### src/rtl/eec_pkg.sv
package eec_pkg;
  typedef enum logic {
    EDGE_RISE = 1'b0,
    EDGE_FALL = 1'b1
  } edge_sel_e;
endpackage

### src/rtl/eec_sync.sv
module eec_sync #(
  parameter int W      = 8,
  parameter int STAGES = 2
) (
  input  logic         clk,
  input  logic         rst_n,
  input  logic [W-1:0] d_async,
  output logic [W-1:0] q_sync
);
  logic [W-1:0] stage_q [STAGES];

  always_ff @(posedge clk or negedge rst_n) begin
    if (!rst_n) stage_q[0] <= '0;
    else        stage_q[0] <= d_async;
  end

  for (genvar s = 1; s < STAGES; s++) begin : g_stage
    always_ff @(posedge clk or negedge rst_n) begin
      if (!rst_n) stage_q[s] <= '0;
      else        stage_q[s] <= stage_q[s-1];
    end
  end

  assign q_sync = stage_q[STAGES-1];
endmodule

### src/rtl/eec_channel.sv
module eec_channel
  import eec_pkg::*;
#(
  parameter int CNT_W = 16
) (
  input  logic             clk,
  input  logic             rst_n,
  input  logic             lvl,
  input  edge_sel_e        pol,
  input  logic             clr,
  output logic [CNT_W-1:0] cnt
);
  localparam logic [CNT_W-1:0] CNT_MAX = '1;

  logic             prev_q, prev_d;
  logic [CNT_W-1:0] cnt_q, cnt_d;
  logic             hit, sat, cnt_en;

  // edge qualification on the synchronised level
  always_comb begin
    if (pol == EDGE_FALL) hit = prev_q & ~lvl;
    else                  hit = ~prev_q & lvl;
  end

  assign sat    = (cnt_q == CNT_MAX);
  assign cnt_en = clr | (hit & ~sat);

  always_comb begin
    prev_d = lvl;
    cnt_d  = cnt_q;
    if (clr)      cnt_d = '0;
    else if (hit) cnt_d = cnt_q + 1'b1;
  end

  always_ff @(posedge clk or negedge rst_n) begin
    if (!rst_n) prev_q <= 1'b0;
    else        prev_q <= prev_d;
  end

  always_ff @(posedge clk or negedge rst_n) begin
    if (!rst_n)      cnt_q <= '0;
    else if (cnt_en) cnt_q <= cnt_d;
  end

  assign cnt = cnt_q;

  // a clear always wins
  a_r6_clear_zero: assert property (@(posedge clk) disable iff (!rst_n)
    clr |=> (cnt == '0));

  // saturated count holds
  a_r8_sat_hold: assert property (@(posedge clk) disable iff (!rst_n)
    (sat && !clr) |=> (cnt == CNT_MAX));

  // without clear, a count only stays or steps by one
  a_r2_step_one: assert property (@(posedge clk) disable iff (!rst_n)
    (!clr && !sat) |=> ((cnt == $past(cnt)) || (cnt == CNT_W'($past(cnt) + 1'b1))));

  // one transition gives one qualified edge
  a_r9_single_hit: assert property (@(posedge clk) disable iff (!rst_n)
    hit |=> (!hit || (pol != $past(pol))));
endmodule

### src/rtl/eec_read_mux.sv
module eec_read_mux #(
  parameter int N_CH  = 8,
  parameter int CNT_W = 16,
  parameter int IDX_W = 3
) (
  input  logic [N_CH*CNT_W-1:0] cnt_flat,
  input  logic [IDX_W-1:0]      sel,
  output logic [CNT_W-1:0]      dout
);
  logic [CNT_W-1:0] masked [N_CH];

  for (genvar i = 0; i < N_CH; i++) begin : g_mask
    assign masked[i] = (sel == IDX_W'(i)) ? cnt_flat[i*CNT_W +: CNT_W] : '0;
  end

  always_comb begin
    dout = '0;
    for (int i = 0; i < N_CH; i++) dout = dout | masked[i];
  end
endmodule

### src/rtl/edge_event_counter_bank.sv
module edge_event_counter_bank
  import eec_pkg::*;
#(
  parameter int N_CH        = 8,
  parameter int CNT_W       = 16,
  parameter int SYNC_STAGES = 2,
  localparam int IDX_W      = (N_CH > 1) ? $clog2(N_CH) : 1
) (
  input  logic             clk,
  input  logic             rst_n,
  input  logic [N_CH-1:0]  din,
  input  logic             pol_we,
  input  logic [IDX_W-1:0] pol_idx,
  input  logic             pol_fall,
  input  logic             clr_strobe,
  input  logic [IDX_W-1:0] clr_idx,
  input  logic [IDX_W-1:0] rd_idx,
  output logic [CNT_W-1:0] rd_count
);
  logic [N_CH-1:0]       din_s;
  logic [N_CH-1:0]       pol_q, pol_d;
  logic [N_CH-1:0]       pol_sel, clr_sel;
  logic [N_CH*CNT_W-1:0] cnt_flat;

  eec_sync #(.W(N_CH), .STAGES(SYNC_STAGES)) u_sync (
    .clk     (clk),
    .rst_n   (rst_n),
    .d_async (din),
    .q_sync  (din_s)
  );

  for (genvar i = 0; i < N_CH; i++) begin : g_dec
    assign pol_sel[i] = pol_we     && (pol_idx == IDX_W'(i));
    assign clr_sel[i] = clr_strobe && (clr_idx == IDX_W'(i));
  end

  always_comb begin
    pol_d = pol_q;
    for (int i = 0; i < N_CH; i++)
      if (pol_sel[i]) pol_d[i] = pol_fall;
  end

  always_ff @(posedge clk or negedge rst_n) begin
    if (!rst_n)      pol_q <= '0;
    else if (pol_we) pol_q <= pol_d;
  end

  for (genvar i = 0; i < N_CH; i++) begin : g_ch
    eec_channel #(.CNT_W(CNT_W)) u_ch (
      .clk   (clk),
      .rst_n (rst_n),
      .lvl   (din_s[i]),
      .pol   (edge_sel_e'(pol_q[i])),
      .clr   (clr_sel[i]),
      .cnt   (cnt_flat[i*CNT_W +: CNT_W])
    );
  end

  eec_read_mux #(.N_CH(N_CH), .CNT_W(CNT_W), .IDX_W(IDX_W)) u_rd (
    .cnt_flat (cnt_flat),
    .sel      (rd_idx),
    .dout     (rd_count)
  );

  // a polarity write lands on the addressed channel
  a_r4_pol_write: assert property (@(posedge clk) disable iff (!rst_n)
    pol_we |=> (pol_q[$past(pol_idx)] == $past(pol_fall)));

  // channels that are not addressed keep their polarity
  a_r4_pol_other: assert property (@(posedge clk) disable iff (!rst_n)
    !pol_we |=> $stable(pol_q));
endmodule

### config.mk
export PLATFORM = sky130hd
export DESIGN_NAME = edge_event_counter_bank
export DESIGN_NICKNAME = d
export VERILOG_FILES = /design/src/rtl/eec_pkg.sv /design/src/rtl/eec_sync.sv /design/src/rtl/eec_channel.sv /design/src/rtl/eec_read_mux.sv /design/src/rtl/edge_event_counter_bank.sv
export SDC_FILE = /design/constraint.sdc
export NUM_CORES = 1
export LEC_CHECK = 0
export BUFFER_PORTS_ARGS = -buffer_cell sky130_fd_sc_hd__buf_2
export CAP_MARGIN = 25
export CORE_MARGIN = 5
export CORE_UTILIZATION = 40
export DETAILED_ROUTE_END_ITERATION = 16
export PLACE_DENSITY = 0.63
export SYNTH_ARGS = -nofsm -noshare
export SYNTH_HDL_FRONTEND = slang
export SYNTH_SLANG_ARGS = --single-unit
### constraint.sdc
create_clock -name clk -period 1.8 [get_ports clk]
set_input_delay 0.18 -clock clk [delete_from_list [all_inputs] [get_ports clk]]
set_output_delay 0.18 -clock clk [all_outputs]
set_load 0.02 [all_outputs]
==> results_dict.tcl <==
set metrics [dict create \
    status "finished, violations left" \
    violations "setup timing" \
    io_buffers 37 \
    p_sw_w 0.003953 \
    synth_area_leaders "dfrtp_1 44%, xnor2_1 7.5%, nor2_1 6.1%, mux2_2 3.3%, nand2_1 2.5%" \
    cts_tree "built" \
    clockBufferDepth 2 \
    fin_crit_sh_pct 115.2 \
    postRouteWirelength_um 27900 \
    start_util_pct 40.43 \
    grt_pass1_wl_um 43830 \
    grt_max_degree 55 \
    cts_root_buf "clkbuf_16" \
    core_sq_mm 0.02257 \
    fin_setup_tns_ns -1.681 \
    drc 0 \
    rsz0062_at_grt "true" \
    drv_cap 0 \
    hp-class "input port to register" \
    peakVddDrop_uv 539.9 \
    clk_latency_ns 0.44 \
    grt_pass1_vias 8035 \
    grt_util_met1_pct 30.09 \
    synth.top_cell.area_share_pct 43.88 \
    clock.fmax_ghz 0.4822 \
    synth_edf_count 0 \
    synth_common_cells "160 x dfrtp_1, 149 x nor2_1, 78 x xnor2_1" \
    cp.arrival_ns 1.89 \
    relSlewSlack_pct 58.22 \
    grt_util_met3_pct 3.292 \
    std_cell_rows 55 \
    cts_max_level 4 \
    cts.clk_slew.worst_paths_ns 0.07 \
    syn_inst 931 \
    synthesis.area_sq_mm 0.009125 \
    yosysSeqAreaShare_pct 43.88 \
    period_minus_slack_ns 2.074 \
    cts_sinks 160 \
    synthArstFlopShare_pct 100.0 \
    postRouteAntennaNets 0 \
    required_ns 1.62 \
    dieWidth_um 161.0 \
    num_vias 8258 \
    place_hpwl_um 19960 \
    syn_nets 961 \
    pwr-share-seq_pct 42.5 \
    cts_inserted_buffers 17 \
    die-area_sq_mm 0.02593 \
    synth_cell_types 71 \
    hold_viol_final 0 \
    drt_iter0_drc 752 \
    wire_per_inst_um 19.76 \
    pwr-share-comb_pct 26.0 \
    finalClockSkew_ns 0.009227 \
    leakage_nw 5.002 \
    io_pins 38 \
    layout.nets 1144 \
    top_usage_layer "met2" \
    start_kind "register" \
    yosysMostFrequentCell "dfrtp_1" \
    dp_slack_ns -0.02413 \
    power_density_mw_per_mm2 958.1 \
    dr.pass1.iters 5 \
    antenna_found_initial 0 \
    finalMaxSlewViolations 0 \
    die_y_um 161.0 \
    clkPwrFrac_pct 31.6 \
    end_kind "primary output" \
    crit_type "register to primary output" \
    intPower_w 0.007664 \
    ys_seq_elements 160 \
    grt_usage_pct 21.35 \
    gp_congestion 0.9335 \
    yosys.area.top_type "dfrtp_1" \
    synthFlopType "dfrtp_1" \
    tightest_slew_ns 0.6225 \
    area_growth_pct 32.88 \
    worst_slack_ns -0.2737 \
    insertedDiodeCount 0 \
    layout-drive-gt1-share_pct 35.76 \
    yosys_warnings 0 \
    avgSynthCellArea_sq_um 9.801 \
    grt-ovfl-total 0 \
    via_per_inst 5.848 \
    nFillCells 2011 \
    setup_viol 13 \
    netSwitchingFraction_pct 34.02 \
    gr-usage-met2_pct 33.56 \
    critPathMaxFanout 2 \
]
## path summary, 6_finish.rpt
kind	startpoint	cells after the start	endpoint	slack, ns
worst max register to register	pol_q[0]$_DFFE_PN0P_	5	g_ch[0].u_ch.cnt[5]$_DFFE_PN0P_	0.03
worst max-delay path	g_ch[6].u_ch.cnt[12]$_DFFE_PN0P_	5	rd_count[12]	-0.27
max in group asynchronous	rst_n	3	g_ch[4].u_ch.cnt[14]$_DFFE_PN0P_	0.93
worst min-delay path	pol_fall	2	pol_q[0]$_DFFE_PN0P_	0.15
worst min register to register	u_sync.stage_q[13]$_DFF_PN0_	0	u_sync.q_sync[5]$_DFF_PN0_	0.35
min in group asynchronous	rst_n	2	u_sync.stage_q[13]$_DFF_PN0_	0.19
## cells by family (layout without fill, tap and decap cells)
| logic type | after synthesis | count (layout) | share of synthesized area (%) |
|---|---|---|---|
| xor+xnor | 97 | 97 | 9.310 |
| fa+ha+maj | 8 | 8 | 1.097 |
| mux | 39 | 39 | 4.923 |
| flops | 160 | 160 | 43.88 |
| simple gates | 459 | 459 | 28.62 |
| compound gates | 130 | 130 | 10.37 |
| buf+inv | 38 | 234 | 1.810 |
## metrics by stage
step	power [W]	hold WS [ns]	instances	instance area, sq um	utilization, %
CTS	0.01147	0.1476	1401	11650	51.61
global placement	0.007313	0.08722	1332	10390	46.03
global route	0.01215	0.1486	1412	12130	53.72
detailed placement	0.007363	0.08465	1332	10390	46.03
floorplan	0.006108	-0.1156	931	9125	-
finish	0.01162	0.1497	1412	12130	53.72
## flip-flops by register name, indices dropped and copies added, names as in the netlist
name              flops
pol_q                 8
g_ch.u_ch.prev_q      8
u_sync.stage_q        8
g_ch.u_ch.cnt       128
u_sync.q_sync         8
## repair_timing
action,4_1_cts,5_1_grt
cloned,1,1
resized for setup,106,79
setup buffers,32,12
hold buffers,9,0
pin swaps,26,35
endpoints found under the hold margin,100,0
setup endpoints to repair,19,89
## area by class of cell
type,instances,area [sq um],share of cell area (%)
inverters,7,26.28,0.2167
multi-input cells,733,5597,46.16
clock inverters,14,143.9,1.187
clock buffers,18,439.2,3.622
repair buffers,195,1520,12.54
well taps,285,356.6,2.941
flip-flops and latches,160,4043,33.34
## per-layer routing
metal / share of wire [%] / up-vias / wire, um
met4: 3.1 / 0 / 869
met2: 47 / 252 / 13030
met3: 5.2 / 53 / 1440
met1: 45 / 4150 / 12560
li1: - / 3803 / -
met5: 0 / - / 0
## power by group through the flow
stage | Clock [W] | Sequential (W) | Combinational, W
2_1_floorplan | 0 | 0.00475 | 0.00136
3_3_place_gp | 0 | 0.00492 | 0.00240
3_5_place_dp | 0 | 0.00493 | 0.00244
4_1_cts | 0.00373 | 0.00487 | 0.00287
5_1_grt | 0.00388 | 0.00499 | 0.00327
6_report | 0.00367 | 0.00493 | 0.00302
## worst max-delay path, stage by stage, from the launching register on
cell	delay [ns]
dfrtp_1	0.39
mux2_2	0.29
a221oi_2	0.22
nor2_1	0.08
a311o_1	0.32
buf_6	0.15
## placed cells by master (no fill, tap or decap), drive strengths merged, types with 12 or more instances in the layout
cell type	instances
and4	12
clkbuf	18
nand2	60
buf	186
xnor2	78
a221oi	23
o21ai	26
mux2	27
inv	16
nor3b	20
dfrtp	160
nor3	42
xor2	19
a22oi	14
nand4	38
a21oi	28
nand3	40
nor4	25
nor2	149
No activity file was read; power rests on OpenSTA's default activity.
